### src/rtl/rcosc_trim_pkg.sv
// Package: shared widths, trim set type and search constants.
// Assumes the three trim fields are always handled as one set.
package rcosc_trim_pkg;
    localparam int COARSE_W = 6;
    localparam int FRAC_W   = 5;
    localparam int RES_W    = 2;

    typedef struct packed {
        logic [COARSE_W-1:0] coarse;
        logic [FRAC_W-1:0]   frac;
        logic [RES_W-1:0]    res;
    } trim_t;

    localparam int TARGET_COUNT = 1536;
    localparam int FRAC_LO      = 1;
    localparam int FRAC_HI      = 30;
    localparam int SWAP_OFS     = 21;
    localparam int CROSS_OFS    = 11;
endpackage

### src/rtl/rcosc_trim_err.sv
// Module: signed frequency error from a raw count.
// Assumes the measurement is an unsigned count; positive error = slow.
module rcosc_trim_err #(
    parameter int MEAS_W = 16,
    parameter int TARGET = 1536,
    localparam int ERR_W = MEAS_W + 1
) (
    input  logic [MEAS_W-1:0]       meas_i,
    output logic signed [ERR_W-1:0] err_o,
    output logic                    zero_o
);
    localparam logic signed [ERR_W-1:0] TGT = ERR_W'(TARGET);

    logic signed [ERR_W-1:0] meas_x;

    // Extend the count and subtract the on-frequency value.
    always_comb begin
        meas_x = {1'b0, meas_i};
        err_o  = meas_x - TGT;
        zero_o = (meas_i == MEAS_W'(TARGET));
    end
endmodule

### src/rtl/rcosc_trim_propose.sv
// Module: computes the proposed trim set from a base set and an error.
// Assumes the coarse code always starts from the coarse code in use;
// on a fraction overflow the resistor swap is tried before a coarse step.
module rcosc_trim_propose
    import rcosc_trim_pkg::*;
#(
    parameter int ERR_W = 17,
    localparam int CW   = ERR_W + 4
) (
    input  trim_t                   base_i,
    input  logic [COARSE_W-1:0]     cur_coarse_i,
    input  logic signed [ERR_W-1:0] err_i,
    output trim_t                   prop_o
);
    localparam logic signed [CW-1:0] TWO    = 2;
    localparam logic signed [CW-1:0] FOUR   = 4;
    localparam logic signed [CW-1:0] LO_S   = CW'(FRAC_LO);
    localparam logic signed [CW-1:0] HI_S   = CW'(FRAC_HI);
    localparam logic signed [CW-1:0] SWAP_S = CW'(SWAP_OFS);
    localparam logic signed [CW-1:0] CRS_S  = CW'(CROSS_OFS);
    localparam logic [RES_W-1:0]     RES_TOP = '1;
    localparam logic [RES_W-1:0]     RES_BOT = '0;
    localparam logic [COARSE_W-1:0]  C_TOP   = '1;
    localparam logic [COARSE_W-1:0]  C_BOT   = '0;

    logic signed [CW-1:0] err_x, tri_e, num, step, f_raw, f_adj, f_out;
    logic [COARSE_W-1:0]  c_out;
    logic [RES_W-1:0]     r_out;

    // Scaled step with rounding away from zero, then truncating division.
    always_comb begin
        err_x = {{(CW-ERR_W){err_i[ERR_W-1]}}, err_i};
        tri_e = err_x + (err_x <<< 1);
        num   = (err_x < 0) ? (tri_e - TWO) : (tri_e + TWO);
        step  = num / FOUR;
        f_raw = $signed({{(CW-FRAC_W){1'b0}}, base_i.frac}) + step;
    end

    // Keep the fraction in its window: resistor swap first, coarse step second.
    always_comb begin
        c_out = cur_coarse_i;
        r_out = base_i.res;
        f_adj = f_raw;
        f_out = f_raw;
        if (f_raw < LO_S) begin
            if (base_i.res == RES_TOP) begin
                f_adj = f_raw + SWAP_S;
                r_out = RES_BOT;
            end else begin
                f_adj = f_raw + CRS_S;
                c_out = (cur_coarse_i == C_BOT) ? C_BOT : cur_coarse_i - 1'b1;
                r_out = RES_TOP;
            end
            f_out = (f_adj < LO_S) ? LO_S : f_adj;
        end else if (f_raw > HI_S) begin
            if (base_i.res == RES_BOT) begin
                f_adj = f_raw - SWAP_S;
                r_out = RES_TOP;
            end else begin
                f_adj = f_raw - CRS_S;
                c_out = (cur_coarse_i == C_TOP) ? C_TOP : cur_coarse_i + 1'b1;
                r_out = RES_BOT;
            end
            f_out = (f_adj > HI_S) ? HI_S : f_adj;
        end
        prop_o.coarse = c_out;
        prop_o.frac   = f_out[FRAC_W-1:0];
        prop_o.res    = r_out;
    end
endmodule

### src/rtl/rcosc_trim_judge.sv
// Module: decides whether the second measurement is at least as good.
// Assumes both errors are two's complement of the same width.
module rcosc_trim_judge #(
    parameter int ERR_W = 17
) (
    input  logic signed [ERR_W-1:0] err_old_i,
    input  logic signed [ERR_W-1:0] err_new_i,
    output logic                    keep_o
);
    logic signed [ERR_W:0] old_x, new_x, old_a, new_a;

    // Compare magnitudes; a tie keeps the new trims.
    always_comb begin
        old_x  = {err_old_i[ERR_W-1], err_old_i};
        new_x  = {err_new_i[ERR_W-1], err_new_i};
        old_a  = (old_x < 0) ? -old_x : old_x;
        new_a  = (new_x < 0) ? -new_x : new_x;
        keep_o = (new_a <= old_a);
    end
endmodule

### src/rtl/rcosc_trim_search.sv
// Module: two-pass trim search for the RC oscillator.
// Pass one proposes trims from the first measurement; pass two keeps or
// restores them and manages refine mode. Assumes strobes are single-cycle
// and that inputs are valid in the cycle their strobe is high.
module rcosc_trim_search
    import rcosc_trim_pkg::*;
#(
    parameter int MEAS_W = 16,
    localparam int ERR_W = MEAS_W + 1
) (
    input  logic                clk,
    input  logic                rst_n,
    input  logic                start_first_i,
    input  logic                start_second_i,
    input  logic [MEAS_W-1:0]   meas_i,
    input  logic [COARSE_W-1:0] cur_coarse_i,
    input  logic [FRAC_W-1:0]   cur_frac_i,
    input  logic [RES_W-1:0]    cur_res_i,
    output logic [COARSE_W-1:0] trim_coarse_o,
    output logic [FRAC_W-1:0]   trim_frac_o,
    output logic [RES_W-1:0]    trim_res_o,
    output logic                frac_en_o,
    output logic                refine_o,
    output logic                done_first_o,
    output logic                done_second_o
);
    trim_t                   cur_q, prop_q, out_q, cur_in, base, prop;
    logic signed [ERR_W-1:0] err_cur_q, err_new_q, err, base_err;
    logic                    refine_q, frac_en_q, done1_q, done2_q;
    logic                    zero, keep, run2;

    rcosc_trim_err #(.MEAS_W(MEAS_W), .TARGET(TARGET_COUNT)) u_err (
        .meas_i (meas_i),
        .err_o  (err),
        .zero_o (zero)
    );

    // Pick the starting point of the proposal from refine mode.
    always_comb begin
        cur_in.coarse = cur_coarse_i;
        cur_in.frac   = cur_frac_i;
        cur_in.res    = cur_res_i;
        base          = refine_q ? prop_q : cur_in;
        base_err      = refine_q ? err_new_q : err;
        run2          = start_second_i && !start_first_i;
    end

    rcosc_trim_propose #(.ERR_W(ERR_W)) u_propose (
        .base_i       (base),
        .cur_coarse_i (cur_coarse_i),
        .err_i        (base_err),
        .prop_o       (prop)
    );

    rcosc_trim_judge #(.ERR_W(ERR_W)) u_judge (
        .err_old_i (err_cur_q),
        .err_new_i (err),
        .keep_o    (keep)
    );

    // Pass state: captured trims, stored proposal, errors and refine flag.
    always_ff @(posedge clk) begin
        if (!rst_n) begin
            cur_q     <= '0;
            prop_q    <= '0;
            out_q     <= '0;
            err_cur_q <= '0;
            err_new_q <= '0;
            refine_q  <= 1'b0;
            frac_en_q <= 1'b0;
            done1_q   <= 1'b0;
            done2_q   <= 1'b0;
        end else begin
            done1_q <= start_first_i;
            done2_q <= run2;
            if (start_first_i) begin
                cur_q     <= cur_in;
                err_cur_q <= err;
                if (zero) begin
                    refine_q <= 1'b0;
                end else begin
                    prop_q    <= prop;
                    err_new_q <= base_err;
                    out_q     <= prop;
                    frac_en_q <= 1'b1;
                end
            end else if (start_second_i) begin
                err_new_q <= err;
                if (keep) begin
                    refine_q <= 1'b0;
                end else begin
                    out_q    <= cur_q;
                    refine_q <= 1'b1;
                end
            end
        end
    end

    // Drive the ports from the registered state.
    always_comb begin
        trim_coarse_o = out_q.coarse;
        trim_frac_o   = out_q.frac;
        trim_res_o    = out_q.res;
        frac_en_o     = frac_en_q;
        refine_o      = refine_q;
        done_first_o  = done1_q;
        done_second_o = done2_q;
    end

    // Zero error keeps the trims and leaves refine mode.
    assert_zero_hold_R2: assert property (@(posedge clk) disable iff (!rst_n)
        (start_first_i && zero) |=> (!refine_o && $stable(trim_coarse_o)
            && $stable(trim_frac_o) && $stable(trim_res_o)));

    // A nonzero proposal enables the fraction and lands inside the window.
    assert_frac_window_R5: assert property (@(posedge clk) disable iff (!rst_n)
        (start_first_i && !zero) |=> (frac_en_o
            && trim_frac_o >= FRAC_W'(FRAC_LO) && trim_frac_o <= FRAC_W'(FRAC_HI)));

    // The coarse code moves by at most one step from the code in use.
    assert_coarse_step_R6: assert property (@(posedge clk) disable iff (!rst_n)
        (start_first_i && !zero) |=> (trim_coarse_o == $past(cur_coarse_i)
            || trim_coarse_o == $past(cur_coarse_i) + 1'b1
            || trim_coarse_o == $past(cur_coarse_i) - 1'b1));

    // Refine mode is entered only by a second pass.
    assert_refine_entry_R8: assert property (@(posedge clk) disable iff (!rst_n)
        $rose(refine_o) |-> $past(start_second_i && !start_first_i));

    // Done pulses never overlap.
    assert_done_onehot_R9: assert property (@(posedge clk) disable iff (!rst_n)
        $onehot0({done_first_o, done_second_o}));

    // Simultaneous strobes run only the first pass.
    assert_first_wins_R10: assert property (@(posedge clk) disable iff (!rst_n)
        (start_first_i && start_second_i) |=> (done_first_o && !done_second_o));
endmodule

### config.mk
export PLATFORM = sky130hd
export DESIGN_NAME = rcosc_trim_search
export DESIGN_NICKNAME = d
export VERILOG_FILES = /design/src/rtl/rcosc_trim_pkg.sv /design/src/rtl/rcosc_trim_err.sv /design/src/rtl/rcosc_trim_propose.sv /design/src/rtl/rcosc_trim_judge.sv /design/src/rtl/rcosc_trim_search.sv
export SDC_FILE = /design/constraint.sdc
export NUM_CORES = 1
export LEC_CHECK = 0
export CORE_AREA = 2 2 183 131
export DETAILED_ROUTE_END_ITERATION = 10
export DIE_AREA = 0 0 185 133
export SETUP_SLACK_MARGIN = 0.2
export SLEW_MARGIN = 20
export SYNTH_ARGS = -nofsm -noshare
export SYNTH_HDL_FRONTEND = slang
export SYNTH_SLANG_ARGS = --single-unit
export TNS_END_PERCENT = 1
### constraint.sdc
create_clock -name clk -period 10.85 [get_ports clk]
set_clock_uncertainty 0.05 [all_clocks]
set_input_delay 2.17 -clock clk [delete_from_list [all_inputs] [get_ports clk]]
set_output_delay 2.17 -clock clk [all_outputs]
set_load 0.02 [all_outputs]
==> Implementation_results.wiki, run 1 <==
{| class="wikitable"
! Metric !! Value
|-
| Worst-case headroom to the max-slew limit || between 40% and 50%
|-
| Type of the worst setup path || in -> reg
|-
| Post-DRT Antenna Nets || 0
|-
| Fin crit period || roughly 9600 ps
|-
| Worst hold path class || reg -> reg
|-
| Total cell area at the placement stage || 0.008701 sq mm
|-
| Placed wire-length estimate || 17.38 mm
|-
| Flops & latches, synth || 71
|-
| DR pass1 iterations || 6
|-
| Die X || 185 microns
|-
| Die area || 0.02461 sq mm
|-
| Number of primary I/O pins || 50
|-
| Data arrival time of the worst path || 9780 ps
|-
| Nets@finish || 1,124
|-
| Fill cell total of the finished layout || 2,341
|-
| Synthesized area divided by synthesized cell count || 8.043 sq um
|-
| Via total after detailed routing || 7,432
|-
| Total power || about 1800 uW
|-
| Simple logic cell fraction of the synthesized area || 21.48%
|-
| Complex-gate fraction of the synthesized area || around a quarter
|-
| Final max-slew violation count || 0
|-
| Post-cts sizing count || 0
|-
| Wirelength, routed || roughly 22 mm
|-
| Worst-case reg-to-reg path depth || 25
|-
| Number of enable flip-flop cells after synthesis || 0
|-
| Average via count per standard cell || 5.563
|-
| Longest Clk Path Bufs || 2
|-
| Total setup buffers inserted after CTS || 0
|-
| Clock latency of the later-clocked register in the worst-skew pair || 340 ps
|-
| Post-synthesis instance total || ~990
|-
| Area of all placed cells without fillers || just under 0.009 sq mm
|-
| Num rows || 47
|-
| Library cell with the highest instance count after synthesis || sky130_fd_sc_hd__nor2_1
|-
| Core area || around 0.023 sq mm
|-
| Number of antenna violations at the first check in global routing || 0
|-
| TritonCTS sink count || 71
|-
| Nature of the critical path endpoint || flip-flop
|-
| CTS H-tree depth || 3
|-
| Crit-path max FO || 15
|-
| Count of buffers from port buffering || 49
|-
| Post-synthesis cell type count || 100
|-
| Fraction of final layout cells with drive strength greater than 1 || under 10%
|-
| Setup violators final || 0
|-
| Mux contribution to synthesized area || under 10%
|-
| Top cell type's share of synthesized area || around 18%
|-
| TritonCTS clock tree || done
|-
| Largest family of logic cells by synthesized area || compound AO/OA/AOI/OAI gates
|-
| Effective utilization at floorplan || around 34%
|-
| Leakage power || 0.003577 uW
|-
| Synth warnings || 0
|-
| Number of global-route vias before repair || roughly 6,700
|-
| Maximum number of pins on one net before global-route repair || 61
|-
| Highest clock rate || just over 100 MHz
|-
| Worst IR drop on VDD || 84.70 uV
|-
| Sequential cell area || 0.001421 sq mm
|-
| Global-route wire length before repair || 35.65 mm
|-
| Adder-cell share of the synthesized area || 12.57%
|-
| Synth area leaders || sky130_fd_sc_hd__dfxtp_1, sky130_fd_sc_hd__ha_1, sky130_fd_sc_hd__mux2i_1
|-
| Startpoint Class || input port
|-
| Placed Cells || 1,322
|-
| Final worst path period share || 88.67%
|-
| Required arrival time at the worst endpoint || 11,010 ps
|-
| Async S/R FF share, synth || 0%
|-
| Largest area contributor in the netlist || sky130_fd_sc_hd__dfxtp_1
|-
| Clock slew at reported path FFs || 60 ps
|-
| Placer's final routability congestion estimate || between 0.9 and 1
|-
| Average wire length per cell after detail routing || 16.66 microns
|-
| Layout-stage area growth over the synthesis result || 13.01%
|-
| TritonCTS buffer count || 9
|-
| Total count of hold-check failures in the final report || 0
|-
| Setup TNS after final layout || 0 ps
|-
| Synth cell count leaders || sky130_fd_sc_hd__nor2_1, sky130_fd_sc_hd__dfxtp_1, sky130_fd_sc_hd__ha_1
|-
| Post-route DRC || 0
|-
| Cell area after synthesis || just under 0.008 sq mm
|-
| Number of inserted diodes || 0
|-
| Total global routing track utilization || around 18%
|-
| Portion of the post-synthesis area used by sequential elements || 17.94%
|-
| Post-route insts no fill || 1,336
|-
| Detailed Route Iter0 Violations || 669
|-
| Max-capacitance violation count || 0
|-
| Worst slack, placed || between 1000 and 1500 ps
|-
| Slew of the pin with the lowest slew margin || approximately 800 ps
|-
| Total area of multi-input combinational cells || 0.006163 sq mm
|-
| Unrepaired setup endpoints after global routing || false
|-
| Vert. Die Dim || between 100 and 150 microns
|-
| Result of the run || finished, final reports clean
|-
| Share of the synthesized netlist area taken by xor and xnor gates || 8.544%
|-
| CTS root buf || sky130_fd_sc_hd__clkbuf_16
|-
| Hold-fix buffers at CTS || 0
|-
| Power density cells || 197.3 mW/mm^2
|-
| Worst hold path cell count || 2
|-
| Crit path setup slack, layout || roughly 1200 ps
|-
| Most used flip-flop cell after synthesis || sky130_fd_sc_hd__dfxtp_1
|-
| Grt total ovfl || 0
|}
-- state kept, by name (all words and copies together), names as in the netlist, named ones only --
register	flops
err_cur_q	17
trim_frac_o	5
prop_q	7
done_second_o	1
err_new_q	16
trim_res_o	2
refine_o	1
frac_en_o	1
cur_q	13
done_first_o	1
trim_coarse_o	6
-- cell families after synthesis --
| group | count (synthesis) |
|---|---|
| buf+inv | 84 |
| simple gates | 336 |
| compound gates | 271 |
| fa+ha+maj | 76 |
| mux | 71 |
| flops | 71 |
| other cells | 2 |
| xor+xnor | 74 |
-- worst max-delay path, cell delays in order --
cell and delay [ps]:
sky130_fd_sc_hd__clkdlybuf4s50_1 530, sky130_fd_sc_hd__inv_1 110, sky130_fd_sc_hd__o21ai_0 530, sky130_fd_sc_hd__ha_1 350, sky130_fd_sc_hd__a21o_1 180, sky130_fd_sc_hd__a21oi_1 210, sky130_fd_sc_hd__o21bai_1 80, sky130_fd_sc_hd__a21oi_1 230
sky130_fd_sc_hd__o21bai_1 90, sky130_fd_sc_hd__a21oi_1 220, sky130_fd_sc_hd__o21bai_1 90, sky130_fd_sc_hd__a21oi_1 240, sky130_fd_sc_hd__o21ai_0 220, sky130_fd_sc_hd__xor2_1 190, sky130_fd_sc_hd__ha_1 390, sky130_fd_sc_hd__or3_1 370
sky130_fd_sc_hd__o211ai_1 220, sky130_fd_sc_hd__a21boi_0 280, sky130_fd_sc_hd__nor4b_4 490, sky130_fd_sc_hd__and3_1 510, sky130_fd_sc_hd__a22o_1 270, sky130_fd_sc_hd__o2111ai_2 250, sky130_fd_sc_hd__o31ai_4 650, sky130_fd_sc_hd__mux2i_1 270
sky130_fd_sc_hd__nor2_1 70, sky130_fd_sc_hd__a211oi_1 470, sky130_fd_sc_hd__nor2_1 100
-- cells in the final DEF (no fill, tap or decap), types with 29 or more instances in the layout --
master                            instances
sky130_fd_sc_hd__ha_1                    70
sky130_fd_sc_hd__nand2_1                 61
sky130_fd_sc_hd__mux2i_1                 52
sky130_fd_sc_hd__a21o_1                  29
sky130_fd_sc_hd__inv_1                   43
sky130_fd_sc_hd__dfxtp_1                 71
sky130_fd_sc_hd__o21ai_0                 38
sky130_fd_sc_hd__xnor2_1                 45
sky130_fd_sc_hd__nor2_1                 117
sky130_fd_sc_hd__clkdlybuf4s50_1         48
sky130_fd_sc_hd__a21oi_1                 59
-- layer usage --
layer  vias to the layer above  wire (microns)  global-route usage, %
met2                       221            9023                  26.13
met5                         -               0                      0
met1                      3484           11410                  26.93
met4                         0             259                  3.660
met3                        24            1567                  4.432
li1                       3703               -                      -
-- report_power, final --
| part | internal, uW | total (uW) | switching (uW) | leakage (uW) |
|---|---|---|---|---|
| Sequential | 292 | 312 | 19.9 | 0.000588 |
| Combinational | 456 | 1190 | 734 | 0.00286 |
| Clock | 150 | 264 | 113 | 0.000127 |
-- per-stage QoR --
stage / utilization, % / hold slack [ps]
6_report: 38.84 / 407.7
3_5_place_dp: 37.74 / 400.9
5_1_grt: 38.84 / 426.8
3_3_place_gp: 37.71 / 395.1
4_1_cts: 38.84 / 408.8
2_1_floorplan: - / 384.6
-- worst paths after layout --
check / from / end / slack (ps)
worst min-delay path: trim_res_o[0]$_SDFFE_PN0P_ / trim_res_o[0]$_SDFFE_PN0P_ / 410
worst max-delay path: meas_i[1] / trim_frac_o[2]$_SDFFE_PN0P_ / 1230
worst min register to register: trim_res_o[0]$_SDFFE_PN0P_ / trim_res_o[0]$_SDFFE_PN0P_ / 410
worst max register to register: refine_o$_SDFFE_PN0P_ / trim_frac_o[2]$_SDFFE_PN0P_ / 2940
-- cell type report --
type                       count  share of cell area (%)
clock buffer                   9                   2.515
clock inverter                 5                  0.3074
inverter                      44                   1.845
multi-input combinational    831                   68.84
sequential                    71                   15.87
tap                          318                   4.444
timing repair buffer          58                   6.177
Note: power is estimated with default switching activity, not from simulation.
==> run 2, diff against run 1 <==
--- a/config.mk
+++ b/config.mk
@@ -6,6 +6,7 @@
 export NUM_CORES = 1
 export LEC_CHECK = 0
 export CORE_AREA = 2 2 183 131
+export CTS_CLUSTER_DIAMETER = 150
 export DETAILED_ROUTE_END_ITERATION = 10
 export DIE_AREA = 0 0 185 133
 export SETUP_SLACK_MARGIN = 0.2
==> results of run 2 <==
Same layout as run 1: the final DEF is identical, and so are final timing and power.
